File: src/rtl/iopad_pkg.sv
package iopad_pkg;
  localparam int REG_W  = 32;
  localparam int ADDR_W = 5;
  localparam int IDX_LSB = 2;

  typedef enum logic [2:0] {
    RI_LED    = 3'd0,
    RI_RAW    = 3'd1,
    RI_DEB    = 3'd2,
    RI_THR    = 3'd3,
    RI_HA_DAT = 3'd4,
    RI_HA_MSK = 3'd5,
    RI_HB_DAT = 3'd6,
    RI_HB_MSK = 3'd7
  } reg_idx_e;
endpackage

File: src/rtl/iopad_sync.sv
module iopad_sync #(
  parameter int W = 8
) (
  input  logic         clk_i,
  input  logic         rst_ni,
  input  logic [W-1:0] d_i,
  output logic [W-1:0] q_o
);
  logic [W-1:0] meta_q, sync_q;

  always_ff @(posedge clk_i or negedge rst_ni) begin
    if (!rst_ni) begin
      meta_q <= '0;
      sync_q <= '0;
    end else begin
      meta_q <= d_i;
      sync_q <= meta_q;
    end
  end

  assign q_o = sync_q;
endmodule

File: src/rtl/iopad_debounce.sv
module iopad_debounce #(
  parameter int W     = 14,
  parameter int CNT_W = 32
) (
  input  logic             clk_i,
  input  logic             rst_ni,
  input  logic [W-1:0]     in_i,
  input  logic [CNT_W-1:0] thr_i,
  output logic [W-1:0]     deb_o
);
  for (genvar gi = 0; gi < W; gi++) begin : g_bit
    logic [CNT_W-1:0] cnt_q, cnt_d;
    logic             deb_q, deb_d;

    always_comb begin
      cnt_d = cnt_q;
      deb_d = deb_q;
      if (in_i[gi] != deb_q) begin
        if (cnt_q >= thr_i) begin
          deb_d = in_i[gi];
          cnt_d = '0;
        end else begin
          cnt_d = cnt_q + 1'b1;
        end
      end else begin
        cnt_d = '0;
      end
    end

    always_ff @(posedge clk_i or negedge rst_ni) begin
      if (!rst_ni) begin
        cnt_q <= '0;
        deb_q <= 1'b0;
      end else begin
        cnt_q <= cnt_d;
        deb_q <= deb_d;
      end
    end

    assign deb_o[gi] = deb_q;

    // agreement between input and debounced bit keeps the bit still
    a_r5_agree_hold: assert property (@(posedge clk_i) disable iff (!rst_ni)
      (in_i[gi] == deb_o[gi]) |=> (deb_o[gi] == $past(deb_o[gi])));

    // zero threshold follows on the next edge
    a_r6_zero_follow: assert property (@(posedge clk_i) disable iff (!rst_ni)
      ((thr_i == '0) && (in_i[gi] != deb_o[gi])) |=> (deb_o[gi] == $past(in_i[gi])));
  end
endmodule

File: src/rtl/iopad_hdr.sv
module iopad_hdr #(
  parameter int W = 25
) (
  input  logic         clk_i,
  input  logic         rst_ni,
  input  logic         dat_we_i,
  input  logic         msk_we_i,
  input  logic [W-1:0] wdata_i,
  input  logic [W-1:0] pin_i,
  output logic [W-1:0] out_o,
  output logic [W-1:0] msk_o,
  output logic [W-1:0] pin_o
);
  logic [W-1:0] out_q, out_d;
  logic [W-1:0] msk_q, msk_d;

  iopad_sync #(.W(W)) u_pin_sync (
    .clk_i (clk_i),
    .rst_ni(rst_ni),
    .d_i   (pin_i),
    .q_o   (pin_o)
  );

  always_comb begin
    out_d = out_q;
    msk_d = msk_q;
    if (dat_we_i) out_d = (out_q & ~msk_q) | (wdata_i & msk_q);
    if (msk_we_i) msk_d = wdata_i;
  end

  always_ff @(posedge clk_i or negedge rst_ni) begin
    if (!rst_ni) begin
      out_q <= '0;
      msk_q <= '0;
    end else begin
      out_q <= out_d;
      msk_q <= msk_d;
    end
  end

  assign out_o = out_q;
  assign msk_o = msk_q;

  // bits outside the mask are kept across a data write
  a_r8_mask_keep: assert property (@(posedge clk_i) disable iff (!rst_ni)
    dat_we_i |=> (((out_o ^ $past(out_o)) & ~$past(msk_o)) == '0));

  // bits inside the mask take the written value
  a_r8_mask_set: assert property (@(posedge clk_i) disable iff (!rst_ni)
    dat_we_i |=> ((out_o & $past(msk_o)) == ($past(wdata_i) & $past(msk_o))));
endmodule

File: src/rtl/iopad_ctrl.sv
module iopad_ctrl
  import iopad_pkg::*;
#(
  parameter int LED_W = 8,
  parameter int IN_W  = 14,
  parameter int HA_W  = 25,
  parameter int HB_W  = 14,
  parameter int CNT_W = 32
) (
  input  logic              clk_i,
  input  logic              rst_ni,
  input  logic [ADDR_W-1:0] bus_addr_i,
  input  logic              bus_we_i,
  input  logic [REG_W-1:0]  bus_wdata_i,
  output logic [REG_W-1:0]  bus_rdata_o,
  output logic [LED_W-1:0]  led_o,
  input  logic [IN_W-1:0]   panel_i,
  input  logic [HA_W-1:0]   hdr_a_i,
  output logic [HA_W-1:0]   hdr_a_o,
  input  logic [HB_W-1:0]   hdr_b_i,
  output logic [HB_W-1:0]   hdr_b_o
);
  localparam int IDX_W = 3;

  // reset: asynchronous assert, synchronous release
  logic [1:0] rst_pipe_q;
  logic       rst_n;

  always_ff @(posedge clk_i or negedge rst_ni) begin
    if (!rst_ni) rst_pipe_q <= '0;
    else         rst_pipe_q <= {rst_pipe_q[0], 1'b1};
  end
  assign rst_n = rst_pipe_q[1];

  // decode
  reg_idx_e idx;
  logic     unused_addr;
  assign idx         = reg_idx_e'(bus_addr_i[IDX_LSB +: IDX_W]);
  assign unused_addr = ^bus_addr_i[IDX_LSB-1:0];

  logic we_led, we_thr, we_ha_dat, we_ha_msk, we_hb_dat, we_hb_msk;
  assign we_led    = bus_we_i && (idx == RI_LED);
  assign we_thr    = bus_we_i && (idx == RI_THR);
  assign we_ha_dat = bus_we_i && (idx == RI_HA_DAT);
  assign we_ha_msk = bus_we_i && (idx == RI_HA_MSK);
  assign we_hb_dat = bus_we_i && (idx == RI_HB_DAT);
  assign we_hb_msk = bus_we_i && (idx == RI_HB_MSK);

  // LED and threshold registers
  logic [LED_W-1:0] led_q, led_d;
  logic [CNT_W-1:0] thr_q, thr_d;

  always_comb begin
    led_d = led_q;
    thr_d = thr_q;
    if (we_led) led_d = bus_wdata_i[LED_W-1:0];
    if (we_thr) thr_d = bus_wdata_i[CNT_W-1:0];
  end

  always_ff @(posedge clk_i or negedge rst_n) begin
    if (!rst_n) begin
      led_q <= '0;
      thr_q <= '0;
    end else begin
      led_q <= led_d;
      thr_q <= thr_d;
    end
  end
  assign led_o = led_q;

  // panel inputs
  logic [IN_W-1:0] raw_sync, deb_val;

  iopad_sync #(.W(IN_W)) u_panel_sync (
    .clk_i (clk_i),
    .rst_ni(rst_n),
    .d_i   (panel_i),
    .q_o   (raw_sync)
  );

  iopad_debounce #(.W(IN_W), .CNT_W(CNT_W)) u_debounce (
    .clk_i (clk_i),
    .rst_ni(rst_n),
    .in_i  (raw_sync),
    .thr_i (thr_q),
    .deb_o (deb_val)
  );

  // header ports
  logic [HA_W-1:0] ha_msk, ha_pin;
  logic [HB_W-1:0] hb_msk, hb_pin;

  iopad_hdr #(.W(HA_W)) u_hdr_a (
    .clk_i   (clk_i),
    .rst_ni  (rst_n),
    .dat_we_i(we_ha_dat),
    .msk_we_i(we_ha_msk),
    .wdata_i (bus_wdata_i[HA_W-1:0]),
    .pin_i   (hdr_a_i),
    .out_o   (hdr_a_o),
    .msk_o   (ha_msk),
    .pin_o   (ha_pin)
  );

  iopad_hdr #(.W(HB_W)) u_hdr_b (
    .clk_i   (clk_i),
    .rst_ni  (rst_n),
    .dat_we_i(we_hb_dat),
    .msk_we_i(we_hb_msk),
    .wdata_i (bus_wdata_i[HB_W-1:0]),
    .pin_i   (hdr_b_i),
    .out_o   (hdr_b_o),
    .msk_o   (hb_msk),
    .pin_o   (hb_pin)
  );

  // read mux
  always_comb begin
    unique case (idx)
      RI_LED:    bus_rdata_o = REG_W'(led_q);
      RI_RAW:    bus_rdata_o = REG_W'(raw_sync);
      RI_DEB:    bus_rdata_o = REG_W'(deb_val);
      RI_THR:    bus_rdata_o = REG_W'(thr_q);
      RI_HA_DAT: bus_rdata_o = REG_W'(ha_pin);
      RI_HA_MSK: bus_rdata_o = REG_W'(ha_msk);
      RI_HB_DAT: bus_rdata_o = REG_W'(hb_pin);
      RI_HB_MSK: bus_rdata_o = REG_W'(hb_msk);
      default:   bus_rdata_o = '0;
    endcase
  end

  // LED write lands on the pins one edge later
  a_r2_led_write: assert property (@(posedge clk_i) disable iff (!rst_n)
    we_led |=> (led_o == $past(bus_wdata_i[LED_W-1:0])));

  // threshold reads back exactly as written
  a_r7_thr_write: assert property (@(posedge clk_i) disable iff (!rst_n)
    we_thr |=> ((idx != RI_THR) || (bus_rdata_o == $past(bus_wdata_i))));

  // header B mask read is zero above its width
  a_r10_hb_width: assert property (@(posedge clk_i) disable iff (!rst_n)
    (idx == RI_HB_MSK) |-> ((bus_rdata_o >> HB_W) == '0));
endmodule

File: config.mk
export PLATFORM = sky130hd
export DESIGN_NAME = iopad_ctrl
export DESIGN_NICKNAME = d
export VERILOG_FILES = /design/src/rtl/iopad_pkg.sv /design/src/rtl/iopad_sync.sv /design/src/rtl/iopad_debounce.sv /design/src/rtl/iopad_hdr.sv /design/src/rtl/iopad_ctrl.sv
export SDC_FILE = /design/constraint.sdc
export NUM_CORES = 2
export LEC_CHECK = 0
export ABC_AREA = 0
export BUFFER_PORTS_ARGS = -buffer_cell sky130_fd_sc_hd__buf_2
export CELL_PAD_IN_SITES_DETAIL_PLACEMENT = 1
export CELL_PAD_IN_SITES_GLOBAL_PLACEMENT = 1
export CORE_ASPECT_RATIO = 0.7
export CORE_UTILIZATION = 50
export DETAILED_ROUTE_END_ITERATION = 8
export PLACE_DENSITY_LB_ADDON = 0.1
export SKIP_CTS_REPAIR_TIMING = 1
export SLEW_MARGIN = 20
export SYNTH_ARGS = -nofsm -noshare
export SYNTH_HDL_FRONTEND = slang
export SYNTH_SLANG_ARGS = --single-unit
File: constraint.sdc
create_clock -name clk_i -period 27.2 [get_ports clk_i]
set_clock_uncertainty 0.1 [all_clocks]
set_input_delay 4.08 -clock clk_i [delete_from_list [all_inputs] [get_ports clk_i]]
set_output_delay 4.08 -clock clk_i [all_outputs]
set_load 0.03 [all_outputs]
==> reports/metrics.yaml <==
final_layout:
  nNetsFinal: 4654
  nFillCells: 8500
  final_common_cell: "dfrtp_1"
  fin_util: 0.571
  final_cell_mix: "dfrtp_1 (687), nor2_1 (573), ha_1 (462)"
  drive_gt1_frac: 0.129
  area_growth_pct: 12.1
synth:
  avgSynthCellArea_um2: 10.2
  synthAdderAreaFrac: 0.146
  synthSimpleGateAreaFrac: 0.186
  synth_xor_area_frac: 0.0959
  yosysUniqueCellTypes: 63
  synthCells: 3871
  ys_seq_area_frac: 0.436
  synth_nets: 4426
  ys_warn_count: 0
  synth_compound_area_frac: 0.0610
  ys_dominant_reg_cell: "dfrtp_1"
  synth_top_family_by_area: "simple AND/OR/NAND/NOR gates"
  synthesis.area_um2: 39500
  muxShareOfSynthArea: 0.0545
  synth_edf_count: 0
  synthArstFlopShare: 1.00
  synth_seq_cells: 688
floorplan:
  rows: 85
  io_pins: 172
  initial_core_util: 0.509
  die_h_um: 237
  dieArea_um2: 80100
  coreArea_um2: 77500
  die_w_um: 338
global_routing:
  grt_remaining_overflow: 0
  grt_max_degree: 80
  antenna_found_initial: 6
  grt_pass1_vias: 31300
  grt_pass1_wl_mm: 190
  grt_util_all_layers: 0.313
place:
  place_ws_ps: 16470
  finalWeightedCongestion: 0.821
  hpwl_mm: 81.9
  io_buffers: 169
setup_path:
  slowest_stage: "nor2_1"
  path_cells: "buf_4, nand2_1, nor2_1, nand2_1, o21ai_0, buf_2"
  criticalPathCategory: "input pin to output pin"
  crit_fanout: 52
  rrSetupSlack_ps: 22980
  reg2reg_from: "thr_q[12]"
  startpoint_type: "input pin"
  reg2reg_to: "u_debounce.g_bit[8].cnt_q[2]"
  max_stage_delay_ps: 960
  required_ps: 23020
  crit_top_cell: "nand2_1"
  arrival_ps: 6650
  reg2reg_depth: 10
  worstSetupEndpointType: "output pin"
status:
  status: "completed"
worst_hold_path:
  hold_end: "u_hdr_b.u_pin_sync.q_o[4]"
  hold_path_class: "flip-flop to flip-flop"
  worstHoldPathCells: 0
  hold_start: "u_hdr_b.u_pin_sync.meta_q[4]"
sta:
  min_period_ps: 10830
  rsz0062_at_grt: "false"
  relSlewSlack: 0.226
  fmax_mhz: 92.3
  finalHoldViolCount: 0
  finalCritPeriodShare: 0.398
  tns_ps: 0
  finalSetupViolCount: 0
  setup_slack_ps: 16370
  slew_viol_final: 0
  worst_pin_slew_ps: 1160
pwr:
  powerDensity_nw_per_um2: 66.4
  vdd_ir_drop_max_mv: 0.0462
  sequentialPowerShare: 0.402
  p_int_mw: 1.92
  p_total_mw: 2.94
  p_leak_nw: 20.8
  power_switching_mw: 1.01
  pwr-share-clk: 0.356
  sw_frac_of_total: 0.344
  combPwrFrac: 0.242
cts:
  cts_inserted_buffers: 73
  cts_tree: "yes"
  insertion_delay_ps: 640
  clkTransAtPathRegs_ps: 60
  htree_levels: 3
  root_buffer: "clkbuf_16"
  clock_sinks: 688
  cts_buffer_depth: 3
routing:
  drtPass1Iterations: 5
  ant_nets: 0
  remaining_drc_errors: 0
  via_count: 30600
  routed_wl_mm: 123
  post_drt_wl_per_cell_um: 23.7
  drt_iter0_markers: 1972
  via_per_inst: 5.88
flow_run:
  maxCapViolCount: 0
-- layout make-up --
class	instances	area, um2	share of cell area
antenna	5	12.5	0.000283
clock buffer	109	2190	0.0496
clock inverter	21	246	0.00557
inverter	122	458	0.0104
multi-input combinational	2986	21500	0.486
sequential	688	17200	0.389
tap	1044	1310	0.0295
timing repair buffer	228	1300	0.0294
-- per-layer routing --
layer | track usage | vias up | wire length [um]
met4 | 0.0920 | 2 | 3540
met5 | 0 | - | 9
met2 | 0.463 | 662 | 53500
met3 | 0.0515 | 186 | 6750
met1 | 0.469 | 15600 | 59600
li1 | - | 14100 | -
-- worst max-delay path: cells and delay by family --
family	cells	cell delay, ps
AOI/OAI and AO/OA	1	130
buffers and inverters	2	950
and+or+nand+nor	3	1460
-- worst max-delay path by stage --
stage | start | to | cells past startpoint
floorplan | rst_pipe_q[1] | asynchronous set/reset pin | 0
global placement | bus_addr_i[2] | bus_rdata_o[17] | 6
detailed placement | bus_addr_i[2] | bus_rdata_o[22] | 6
CTS | bus_addr_i[2] | bus_rdata_o[22] | 6
global route | bus_addr_i[2] | bus_rdata_o[22] | 6
finish | bus_addr_i[2] | bus_rdata_o[22] | 6
-- synthesized netlist by cell type (15+ instances only) --
master     instances  area share
nand2_1          341       0.032
xnor2_1          172       0.038
and3_1            69       0.011
xor2_1           260       0.058
a2111oi_0         18      0.0040
a21oi_1          141       0.018
clkbuf_1          26      0.0025
buf_2             42      0.0053
ha_1             462        0.15
nor3_1            51      0.0065
and4_1            49       0.011
o21a_1            20      0.0038
nand3_1          184       0.023
nand4_1          152       0.024
dfrtp_1          688        0.44
nor2_1           573       0.054
a221oi_1          35      0.0078
mux2_2           142       0.041
o21ai_0           68      0.0086
a21o_1            24      0.0046
mux4_2            16      0.0091
nand2b_1          15      0.0024
mux2i_1           18      0.0046
nor4_1            15      0.0024
inv_1            122       0.012
-- sequential cells by signal, summed over array words and instances (netlist names), named ones only --
register                   cells
u_hdr_b.msk_o                 14
led_o                          8
thr_q                         32
u_hdr_a.u_pin_sync.meta_q     25
u_hdr_b.u_pin_sync.meta_q     14
u_hdr_b.u_pin_sync.q_o        14
u_hdr_a.msk_o                 25
u_panel_sync.q_o              14
rst_pipe_q                     2
u_panel_sync.meta_q           14
u_debounce.g_bit.cnt_q       448
u_hdr_a.u_pin_sync.q_o        25
u_debounce.g_bit.deb_q        14
-- cells by family (layout without fill, tap and decap cells) --
family,count (synthesis),count (layout)
AND/OR/NAND/NOR,1540,1540
flip-flops,688,688
adder cells (fa/ha/maj),462,462
XOR/XNOR,432,432
AO/OA/AOI/OAI,374,374
buffers and inverters,197,480
multiplexers,177,177
other,1,6
-- power by group through the flow --
stage          Clock (mW)  Combinational, mW  Sequential, mW
2_1_floorplan           0              0.360            1.23
3_3_place_gp            0              0.673            1.19
3_5_place_dp            0              0.702            1.19
4_1_cts              1.06              0.709            1.18
5_1_grt              1.10              0.771            1.19
6_report             1.05              0.711            1.18
-- stage by stage --
stage / cell area (um2) / hold WS [ps] / std cells
2_1_floorplan: 39500 / 231 / 3871
3_3_place_gp: 41800 / 232 / 5068
3_5_place_dp: 41800 / 236 / 5068
4_1_cts: 44200 / 250 / 5198
5_1_grt: 44200 / 252 / 5198
6_report: 44200 / 247 / 5203
Note: power is estimated with default switching activity, not from simulation.
